==> config.mk <==
export PLATFORM = sky130hd
export DESIGN_NAME = sc_xcvr
export DESIGN_NICKNAME = d
export VERILOG_FILES = /design/src/rtl/sc_pkg.sv /design/src/rtl/sc_etu_div.sv /design/src/rtl/sc_tx.sv /design/src/rtl/sc_rx.sv /design/src/rtl/sc_xcvr.sv
export SDC_FILE = /design/constraint.sdc
export NUM_CORES = 1
export LEC_CHECK = 0
export BUFFER_PORTS_ARGS = -buffer_cell sky130_fd_sc_hd__buf_2
export CORE_ASPECT_RATIO = 0.7
export CORE_UTILIZATION = 55
export DETAILED_ROUTE_END_ITERATION = 6
export PLACE_DENSITY = 0.76
export SYNTH_ARGS = -nofsm -noshare
export SYNTH_HDL_FRONTEND = slang
export SYNTH_SLANG_ARGS = --single-unit
==> constraint.sdc <==
create_clock -name clk -period 4.75 [get_ports clk]
set_input_delay 0.95 -clock clk [delete_from_list [all_inputs] [get_ports clk]]
set_output_delay 0.95 -clock clk [all_outputs]
set_load 0.005 [all_outputs]
==> src/rtl/sc_pkg.sv <==
// Shared constants, state types and helpers for the smart card transceiver.
// Assumes a single clock domain; the card clock arrives as an enable strobe.
package sc_pkg;

    localparam logic [2:0] MODE_T0 = 3'b100;
    localparam logic [2:0] MODE_T1 = 3'b110;

    localparam int DATA_BITS = 8;
    // start + data + parity + one stop
    localparam int FRAME_MIN = DATA_BITS + 3;

    typedef enum logic [0:0] {TX_IDLE, TX_SEND} tx_state_t;
    typedef enum logic [1:0] {RX_IDLE, RX_START, RX_DATA, RX_STOP} rx_state_t;

    // Parity bit for a byte under the selected sense
    function automatic logic par_bit(input logic [DATA_BITS-1:0] d, input logic odd);
        return (^d) ^ odd;
    endfunction

endpackage

==> src/rtl/sc_etu_div.sv <==
// Sequential restoring divider producing the bit period floor(fi/di).
// Restarts whenever fi or di changes; etu_ok is low while computing.
// Assumes FI_W >= DI_W and FI_W >= 2; di of zero is treated as one.
module sc_etu_div #(
    parameter int FI_W = 12,
    parameter int DI_W = 6
) (
    input  logic            clk,
    input  logic            rst_n,
    input  logic [FI_W-1:0] fi,
    input  logic [DI_W-1:0] di,
    output logic [FI_W-1:0] etu,
    output logic            etu_ok
);
    localparam int CNT_W = $clog2(FI_W + 1);

    logic [FI_W-1:0]  fi_q;
    logic [DI_W-1:0]  di_q;
    logic [FI_W-1:0]  dvd;
    logic [FI_W-1:0]  quo;
    logic [FI_W:0]    rem;
    logic [CNT_W-1:0] cnt;
    logic             busy;

    logic             changed;
    logic [FI_W:0]    rem_sh;
    logic [FI_W:0]    dvs;
    logic             ge;
    logic [FI_W-1:0]  quo_n;

    // Next-step arithmetic of one restoring division stage
    always_comb begin
        changed = (fi != fi_q) || (di != di_q);
        rem_sh  = {rem[FI_W-1:0], dvd[FI_W-1]};
        dvs     = (di_q == '0) ? {{FI_W{1'b0}}, 1'b1}
                               : {{(FI_W+1-DI_W){1'b0}}, di_q};
        ge      = (rem_sh >= dvs);
        quo_n   = {quo[FI_W-2:0], ge};
    end

    // Divider sequencing: restart on change, one quotient bit per cycle
    always_ff @(posedge clk) begin
        if (!rst_n) begin
            fi_q   <= '0;
            di_q   <= '0;
            dvd    <= '0;
            quo    <= '0;
            rem    <= '0;
            cnt    <= '0;
            busy   <= 1'b0;
            etu    <= FI_W'(2);
            etu_ok <= 1'b0;
        end else if (changed) begin
            fi_q   <= fi;
            di_q   <= di;
            dvd    <= fi;
            quo    <= '0;
            rem    <= '0;
            cnt    <= CNT_W'(FI_W);
            busy   <= 1'b1;
            etu_ok <= 1'b0;
        end else if (busy) begin
            dvd <= dvd << 1;
            rem <= ge ? (rem_sh - dvs) : rem_sh;
            quo <= quo_n;
            cnt <= cnt - 1'b1;
            if (cnt == CNT_W'(1)) begin
                busy   <= 1'b0;
                etu_ok <= 1'b1;
                etu    <= (quo_n < FI_W'(2)) ? FI_W'(2) : quo_n;
            end
        end
    end

endmodule

==> src/rtl/sc_tx.sv <==
// Character transmitter: shifts start, eight data bits LSB first, parity
// and one or two stop bits onto an open-drain line, one bit per etu.
// Assumes etu >= 2; dropping act aborts the frame and releases the line.
module sc_tx
    import sc_pkg::*;
#(
    parameter int ETU_W = 12
) (
    input  logic                 clk,
    input  logic                 rst_n,
    input  logic                 act,
    input  logic                 tick,
    input  logic [ETU_W-1:0]     etu,
    input  logic                 etu_ok,
    input  logic                 two_stop,
    input  logic                 odd_par,
    input  logic [DATA_BITS-1:0] data,
    input  logic                 valid,
    output logic                 ready,
    output logic                 drive_low
);
    localparam int SR_W  = FRAME_MIN + 1;
    localparam int BIT_W = $clog2(SR_W + 1);

    tx_state_t        st;
    logic [SR_W-1:0]  sr;
    logic [BIT_W-1:0] left;
    logic [ETU_W-1:0] tmr;

    // Handshake and line drive derived from state
    always_comb begin
        ready     = act && etu_ok && (st == TX_IDLE);
        drive_low = (st == TX_SEND) && !sr[0];
    end

    // Frame load, bit timing and shifting
    always_ff @(posedge clk) begin
        if (!rst_n) begin
            st   <= TX_IDLE;
            sr   <= '1;
            left <= '0;
            tmr  <= '0;
        end else if (!act) begin
            st <= TX_IDLE;
            sr <= '1;
        end else if (st == TX_IDLE) begin
            if (valid && ready) begin
                sr   <= {2'b11, par_bit(data, odd_par), data, 1'b0};
                left <= two_stop ? BIT_W'(SR_W) : BIT_W'(FRAME_MIN);
                tmr  <= etu;
                st   <= TX_SEND;
            end
        end else if (tick) begin
            if (tmr == ETU_W'(1)) begin
                sr   <= {1'b1, sr[SR_W-1:1]};
                left <= left - 1'b1;
                tmr  <= etu;
                if (left == BIT_W'(1)) begin
                    st <= TX_IDLE;
                end
            end else begin
                tmr <= tmr - 1'b1;
            end
        end
    end

endmodule

==> src/rtl/sc_rx.sv <==
// Character receiver: synchronizes the line, detects a falling edge,
// confirms the start bit at mid-bit, then samples eight data bits and
// parity at mid-bit and reports the byte at the middle of the stop bit.
// Assumes etu >= 2; dropping act returns to idle.
module sc_rx
    import sc_pkg::*;
#(
    parameter int ETU_W = 12
) (
    input  logic                 clk,
    input  logic                 rst_n,
    input  logic                 act,
    input  logic                 tick,
    input  logic [ETU_W-1:0]     etu,
    input  logic                 etu_ok,
    input  logic                 odd_par,
    input  logic                 line,
    output logic [DATA_BITS-1:0] data,
    output logic                 valid,
    output logic                 perr
);
    localparam int SH_W  = DATA_BITS + 1;
    localparam int IDX_W = $clog2(SH_W + 1);

    rx_state_t        st;
    logic [2:0]       sync;
    logic [SH_W-1:0]  sh;
    logic [IDX_W-1:0] idx;
    logic [ETU_W-1:0] tmr;
    logic             mid;

    // Mid-bit sample point reached on this strobe
    always_comb mid = tick && (tmr == ETU_W'(1));

    // Two-stage synchronizer plus one stage for edge detection
    always_ff @(posedge clk) begin
        if (!rst_n) sync <= 3'b111;
        else        sync <= {sync[1:0], line};
    end

    // Receive sequencing and byte delivery
    always_ff @(posedge clk) begin
        valid <= 1'b0;
        perr  <= 1'b0;
        if (!rst_n) begin
            st   <= RX_IDLE;
            sh   <= '0;
            idx  <= '0;
            tmr  <= '0;
            data <= '0;
        end else if (!act || !etu_ok) begin
            st <= RX_IDLE;
        end else begin
            case (st)
                RX_IDLE: begin
                    if (sync[2] && !sync[1]) begin
                        tmr <= etu >> 1;
                        st  <= RX_START;
                    end
                end
                RX_START: begin
                    if (mid) begin
                        tmr <= etu;
                        idx <= '0;
                        st  <= sync[1] ? RX_IDLE : RX_DATA;
                    end else if (tick) begin
                        tmr <= tmr - 1'b1;
                    end
                end
                RX_DATA: begin
                    if (mid) begin
                        sh  <= {sync[1], sh[SH_W-1:1]};
                        idx <= idx + 1'b1;
                        tmr <= etu;
                        if (idx == IDX_W'(SH_W - 1)) st <= RX_STOP;
                    end else if (tick) begin
                        tmr <= tmr - 1'b1;
                    end
                end
                RX_STOP: begin
                    if (mid) begin
                        data  <= sh[DATA_BITS-1:0];
                        valid <= 1'b1;
                        perr  <= (par_bit(sh[DATA_BITS-1:0], odd_par) != sh[SH_W-1]);
                        st    <= RX_IDLE;
                    end else if (tick) begin
                        tmr <= tmr - 1'b1;
                    end
                end
                default: st <= RX_IDLE;
            endcase
        end
    end

endmodule

==> src/rtl/sc_xcvr.sv <==
// Top of the half-duplex smart card character transceiver. Gates the
// transmitter and receiver by mode and enables, refuses simultaneous
// enables, shares one bit-period divider, and keeps the sticky parity flag.
// Assumes io_in is the wired-AND of the card and this block's pull-down.
module sc_xcvr
    import sc_pkg::*;
#(
    parameter int FI_W = 12,
    parameter int DI_W = 6
) (
    input  logic            clk,
    input  logic            rst_n,
    input  logic            card_tick,
    input  logic [2:0]      mode,
    input  logic            tx_en,
    input  logic            rx_en,
    input  logic            two_stop,
    input  logic            odd_par,
    input  logic [FI_W-1:0] fi,
    input  logic [DI_W-1:0] di,
    input  logic [7:0]      tx_data,
    input  logic            tx_valid,
    output logic            tx_ready,
    output logic [7:0]      rx_data,
    output logic            rx_valid,
    output logic            par_err,
    output logic            cfg_err,
    input  logic            io_in,
    output logic            io_oe
);
    logic [FI_W-1:0] etu;
    logic            etu_ok;
    logic            mode_ok;
    logic            tx_act;
    logic            rx_act;
    logic            perr_hit;

    // Direction arbitration: one side at a time, neither on conflict
    always_comb begin
        mode_ok = (mode == MODE_T0) || (mode == MODE_T1);
        cfg_err = tx_en && rx_en;
        tx_act  = mode_ok && tx_en && !rx_en;
        rx_act  = mode_ok && rx_en && !tx_en;
    end

    sc_etu_div #(.FI_W(FI_W), .DI_W(DI_W)) u_div (
        .clk    (clk),
        .rst_n  (rst_n),
        .fi     (fi),
        .di     (di),
        .etu    (etu),
        .etu_ok (etu_ok)
    );

    sc_tx #(.ETU_W(FI_W)) u_tx (
        .clk       (clk),
        .rst_n     (rst_n),
        .act       (tx_act),
        .tick      (card_tick),
        .etu       (etu),
        .etu_ok    (etu_ok),
        .two_stop  (two_stop),
        .odd_par   (odd_par),
        .data      (tx_data),
        .valid     (tx_valid),
        .ready     (tx_ready),
        .drive_low (io_oe)
    );

    sc_rx #(.ETU_W(FI_W)) u_rx (
        .clk     (clk),
        .rst_n   (rst_n),
        .act     (rx_act),
        .tick    (card_tick),
        .etu     (etu),
        .etu_ok  (etu_ok),
        .odd_par (odd_par),
        .line    (io_in),
        .data    (rx_data),
        .valid   (rx_valid),
        .perr    (perr_hit)
    );

    // Sticky parity error, cleared while the receiver is disabled
    always_ff @(posedge clk) begin
        if (!rst_n)        par_err <= 1'b0;
        else if (!rx_en)   par_err <= 1'b0;
        else if (perr_hit) par_err <= 1'b1;
    end

endmodule

# Word level (Yosys, flattened, before mapping)
# Cells that the tools add are included.
[word_totals] output_inout_bits=13 wordCells=148 ff_bits=141 in_bits=38
[classes] add_sub_neg=6 mux=44 order_cmp=2 n_bitwise=8 n_eq_ne=21 n_reduce_logical=44
[ops] op="$mux W12" n=16
[ops] op="$pmux W12 S3" n=1
[ops] op="$mux W4" n=8
[ops] op="$eq A12 B1 Y1 const B" n=2
[ops] op="$sub A12 B1 Y12 const B" n=2
[ops] op="$reduce_and A3 Y1" n=6
[ops] op="$reduce_xor A8 Y1" n=2
[ops] op="$ge A13 B6 Y1" n=1
[ops] op="$lt A12 B2 Y1 const B" n=1
[ops] op="$mux W2" n=6
[ops] op="$ne A12 B12 Y1" n=1
[ops] op="$sub A12 B6 Y12" n=1
[ops] op="$logic_and A1 B1 Y1" n=11
[ops] op="$ne A2 B1 Y1 const B" n=5
[ops] op="$mux W1" n=9
[ops] op="$eq A4 B1 Y1 const B" n=2
[ops] op="$pmux W2 S4" n=1
[ops] op="$pmux W4 S2" n=1
[ops] op="$reduce_and A4 Y1" n=2
[ops] op="$sub A4 B1 Y4 const B" n=2
[ops] op="$eq A3 B3 Y1 const B" n=2
[ops] op="$logic_not A1 Y1" n=6
[ops] op="$logic_not A6 Y1" n=1
[ops] op="$mux W6" n=1
[ops] op="other kinds (18)" n=35

# Depth between registers and ports, before layout
[depth] ltp_word=9 depth_mapped=10 mapped_depth_nobuf=9

# Cells and area by module
# Synthesis repeated with hierarchy kept, for this count alone.
[unflattened] cells_unflattened=828 area_unflattened_um2=7367.1
[by_module_without_submodules] module="sc_etu_div" cells_per_inst=349 area_each_um2=3295.7 seq_area_each_um2=1421.4 n_inst=1
[by_module_without_submodules] module="sc_rx" cells_per_inst=265 area_each_um2=2275.9 seq_area_each_um2=800.8 n_inst=1
[by_module_without_submodules] module="sc_tx" cells_per_inst=209 area_each_um2=1732.9 seq_area_each_um2=540.5 n_inst=1
[by_module_without_submodules] module="sc_xcvr" cells_per_inst=5 area_each_um2=62.6 seq_area_each_um2=20.0 n_inst=1

# Least setup slack after synthesis
# Ideal clock, no wire load.
[synth_timing] path_type="input to output" start="input mode[0]" end="output tx_ready" slack_ns=2.020 t_arrival_ns=1.780 required_time_ns=3.800 n_path_buf=0 path_stages=2 path_cell_list="nor4bb_1 > and3_1"
[synth_via] elab_chain_cells=6 word_cells_on_any_way=7 classes_between="eq/ne (2); reduce/logical (5)"
[synth_rtl] element="from (decl)" line_no="sc_xcvr.sv:14" text="input logic [2:0] mode,"
[synth_rtl] element="$eq A3 B3 Y1" line_no="sc_xcvr.sv:40" text="mode_ok = (mode == MODE_T0) || (mode == MODE_T1);"
[synth_rtl] element="$logic_or A1 B1 Y1 (*)" line_no="sc_xcvr.sv:40"
[synth_rtl] element="$logic_and A1 B1 Y1 (*) (2 in series)" line_no="sc_xcvr.sv:42" text="tx_act = mode_ok && tx_en && !rx_en;"
[synth_rtl] element="$logic_and A1 B1 Y1 (*) (2 in series)" line_no="sc_tx.sv:32" text="ready = act && etu_ok && (st == TX_IDLE);"
[synth_rtl] element="to (decl)" line_no="sc_xcvr.sv:23" text="output logic tx_ready,"
# Every way passes the cells marked *; elsewhere a longest branch is shown, timed or not.

# Final worst setup path
[layout_timing] start="input card_tick" end="register u_rx.data[4]"
[layout_via] elab_chain_cells=2
[layout_rtl] element="from (decl)" line_no="sc_xcvr.sv:13" text="input logic card_tick,"
[layout_rtl] element="$logic_and A1 B1 Y1" line_no="sc_rx.sv:33" text="always_comb mid = tick && (tmr == ETU_W'(1));"
[layout_rtl] element="$reduce_and A3 Y1 (no line)"
[layout_rtl] element="to (signal assigned)" line_no="sc_rx.sv:82" text="data <= sh[DATA_BITS-1:0];"
[layout_rtl] element="to (decl)" line_no="sc_rx.sv:18" text="output logic [DATA_BITS-1:0] data,"
# No other way between the ends.
# A chain may end at the register's enable or synchronous reset.

==> results.sh <==
export IMPL_slew_limit_headroom_pct=12.8
export IMPL_criticalPathCategory="in -> reg"
export IMPL_htreeDepth=4
export IMPL_dieArea_um2=13700
export IMPL_gp_congestion=0.880
export IMPL_synth_simple_area_share_pct=20.9
export IMPL_slowest_delay_ps=770
export IMPL_route_met3_wl_mm=1.20
export IMPL_cp_top_family="simple AND/OR/NAND/NOR gates"
export IMPL_r2r_start="u_rx.st[0]$_SDFFE_PP0P_"
export IMPL_seq_area_frac_synth_pct=38.2
export IMPL_ctsLongestPathBuffers=2
export IMPL_synth_xor_area_share_pct=5.41
export IMPL_fin_util_pct=64.5
export IMPL_post_cts_buffers=0
export IMPL_outcome="complete, no violations"
export IMPL_dominantRegCellSynth="dfxtp_1"
export IMPL_rsz0062_at_grt="no"
export IMPL_dp_hpwl_mm=11.7
export IMPL_powerDensity_nw_per_um2=323
export IMPL_cp_max_fo=16
export IMPL_antenna_found_initial=1
export IMPL_cap_violations=0
export IMPL_numCtsBuffers=17
export IMPL_endpoint_kind="register"
export IMPL_fin_tns_setup_ps=0
export IMPL_mostFrequentLayoutCells="138 x dfxtp_1, 68 x nand2_1, 66 x nor2_1, 65 x mux2i_1, 49 x buf_2"
export IMPL_fin_crit_sh_pct=68.1
export IMPL_synth_fa_ha_area_share_pct=3.71
export IMPL_multi_input_area_um2=4220
export IMPL_ant_nets=0
export IMPL_cts_clk_slew_worst_paths_ps=60
export IMPL_synth_fp_nets=896
export IMPL_pin_count=51
export IMPL_synth_seq_cells=139
export IMPL_wire_per_inst_um=16.6
export IMPL_seq_area_um2=2780
export IMPL_synth_edff_count=0
export IMPL_drt_initial_drc_count=499
export IMPL_synthMuxAreaShare_pct=10.0
export IMPL_hold_path_class="reg -> reg"
export IMPL_yosys_area_top_type="dfxtp_1"
export IMPL_path_cells="buf_2, nor3b_1, and4_1, nand3_1, mux2i_1, nor2_1"
export IMPL_slew_viol_final=0
export IMPL_clock_sinks=139
export IMPL_arrival_ps=3530
export IMPL_overflow=0
export IMPL_cts_resized=0
export IMPL_cts_root_buffer="clkbuf_16"
export IMPL_route_detailed_drc=0
export IMPL_hold_viol=0
export IMPL_vias_per_cell=6.16
export IMPL_critPathSlowestCell="and4_1"
export IMPL_wl_met2_mm=7.55
export IMPL_period_needed_ps=3240
export IMPL_fin_worst_skew_ps=10.8
export IMPL_cts_hold_buf=0
export IMPL_synth_top_family_by_area="simple AND/OR/NAND/NOR gates"
export IMPL_critical_path_startpoint="card_tick"
export IMPL_wirelength_mm=17.2
export IMPL_netlist_instances=837
export IMPL_yosysTopAreaCellShare_pct=38.2
export IMPL_vias=6384
export IMPL_wl_met1_mm=8.24
export IMPL_syn_area_per_cell_um2=8.70
export IMPL_hold_start="u_rx.sync[0]$_SDFF_PN1_"
export IMPL_synth_compound_area_share_pct=17.6
export IMPL_mostFrequentLayoutCell="dfxtp_1"
export IMPL_syn_to_final_growth_pct=12.3
export IMPL_setup_viol=0
export IMPL_yosys_warnings=0
export IMPL_cts_tree="done"
export IMPL_top_layer="met4"
export IMPL_synthTopCellsByArea="dfxtp_1 38%, mux2i_1 8.9%, xnor2_1 4.1%, nand2_1 3.5%, ha_1 3.4%"
export IMPL_die_w_um=140
export IMPL_die_h_um=98.3
export IMPL_drive_above_1_share_pct=13.0
export IMPL_peakVddDrop_mv=0.272
export IMPL_syn_cell_area_um2=7290
export IMPL_fill_cells=1066
export IMPL_start_util_pct=57.5
export IMPL_dr_pass1_iters=5
export IMPL_critPathBufInv=1
export IMPL_synthDistinctLibCells=67
export IMPL_power_leakage_nw=3.17
export IMPL_fmax_mhz=309
export IMPL_grt_max_degree=50
export IMPL_io_buffer_count=49
export IMPL_cp_required_ps=5040
export IMPL_grt_pass1_wl_mm=28.8
export IMPL_grt_pass1_vias=5928
export IMPL_clkLatencyLatePin_ps=420
export IMPL_placementRows=34
export IMPL_grt_use_total_pct=26.1
export IMPL_worst_pin_slew_ps=1300
export IMPL_final_nets=920
export IMPL_placeableCoreArea_um2=12700
export IMPL_cp_start_kind="input pin"
export IMPL_synthArstFlopShare_pct=0
-- synthesized netlist by cell type, types with 4 or more instances --
cell type / count
a211oi_1: 8
a21o_1: 4
a21oi_1: 39
a311oi_1: 18
a31o_2: 4
a31oi_1: 10
and2_1: 27
and3_1: 5
buf_2: 5
clkbuf_1: 44
dfxtp_1: 139
ha_1: 20
inv_1: 27
mux2_2: 7
mux2i_1: 65
nand2_1: 68
nand2b_1: 11
nand3_1: 22
nand4_1: 14
nor2_1: 66
nor2b_1: 10
nor3_1: 19
nor3b_1: 4
nor4_1: 9
nor4b_1: 4
o211ai_1: 17
o21a_1: 5
o21ai_0: 36
o31ai_1: 7
or3_1: 9
or4_1: 5
xnor2_1: 34
xor2_1: 11
-- cell type report --
type / count / area share, %
multi-input cells: 619 / 51.5
flip-flops and latches: 139 / 34.0
clock buffers: 19 / 5.54
repair buffers: 56 / 3.64
well taps: 162 / 2.48
clock inverters: 13 / 1.48
inverters: 28 / 1.28
diodes: 1 / 0.0306
-- routing by layer --
metal	GRT usage [%]	vias to the layer above
li1	-	3086
met2	40.1	251
met5	0	-
met4	8.79	0
met1	35.7	3021
met3	6.47	26
-- worst reg2reg max path, stage by stage, from the launching register on --
cell and delay [ps]:
dfxtp_1 350, inv_1 120, ha_1 570, clkinv_1 510
a21oi_1 470, a211o_1 590, a211oi_1 120, a211oi_1 280
-- where the power goes --
part | leakage (nW) | internal [W] | switching [W]
combinational | 1.76 | 0.0000758 | 0.0000960
sequential | 1.13 | 0.00118 | 0.0000125
clock | 0.279 | 0.000718 | 0.000558
-- cells by family (layout without fill, tap and decap cells) --
family	count (synthesis)	count (layout)
AOI/OAI and AO/OA	188	188
muxes	72	72
buffers and inverters	79	116
xor gates and xnor gates	45	45
DFF	139	139
adders and majority gates	21	21
other	0	1
and+or+nand+nor	293	293
-- sequential cells by signal (all words and copies together) (netlist names), 3 cells and up, named ones only --
register / flops
u_tx.sr: 10
u_tx.left: 4
u_rx.data: 8
u_tx.tmr: 12
u_div.di_q: 6
u_div.dvd: 12
u_div.rem: 12
u_div.etu: 12
u_div.fi_q: 12
u_rx.sh: 9
u_rx.tmr: 12
u_rx.sync: 3
u_rx.idx: 4
u_div.quo: 11
u_div.cnt: 4
-- worst paths after layout --
| check | to | slack [ps] | depth (start not counted) |
|---|---|---|---|
| max reg2reg | u_rx.tmr[9]$_SDFFE_PN0P_ | 1650 | 7 |
| min reg2reg | u_rx.sync[1]$_SDFF_PN1_ | 410 | 1 |
| min | u_rx.sync[1]$_SDFF_PN1_ | 410 | 1 |
| max | u_rx.data[4]$_SDFFE_PN0P_ | 1510 | 6 |
-- per-stage QoR --
stage | cell area (um^2) | power [W] | hold WS (ps) | cells | worst slack [ps]
after detailed placement | 7600 | 0.00139 | 394 | 1004 | 1240
after global placement | 7600 | 0.00138 | 404 | 1004 | 1370
final | 8180 | 0.00264 | 408 | 1037 | 1510
after CTS | 8180 | 0.00266 | 408 | 1036 | 1580
after global routing | 8180 | 0.00273 | 427 | 1037 | 1410
after floorplan | 7290 | 0.00134 | 386 | 837 | 2020
No activity file was read; power rests on OpenSTA's default activity.
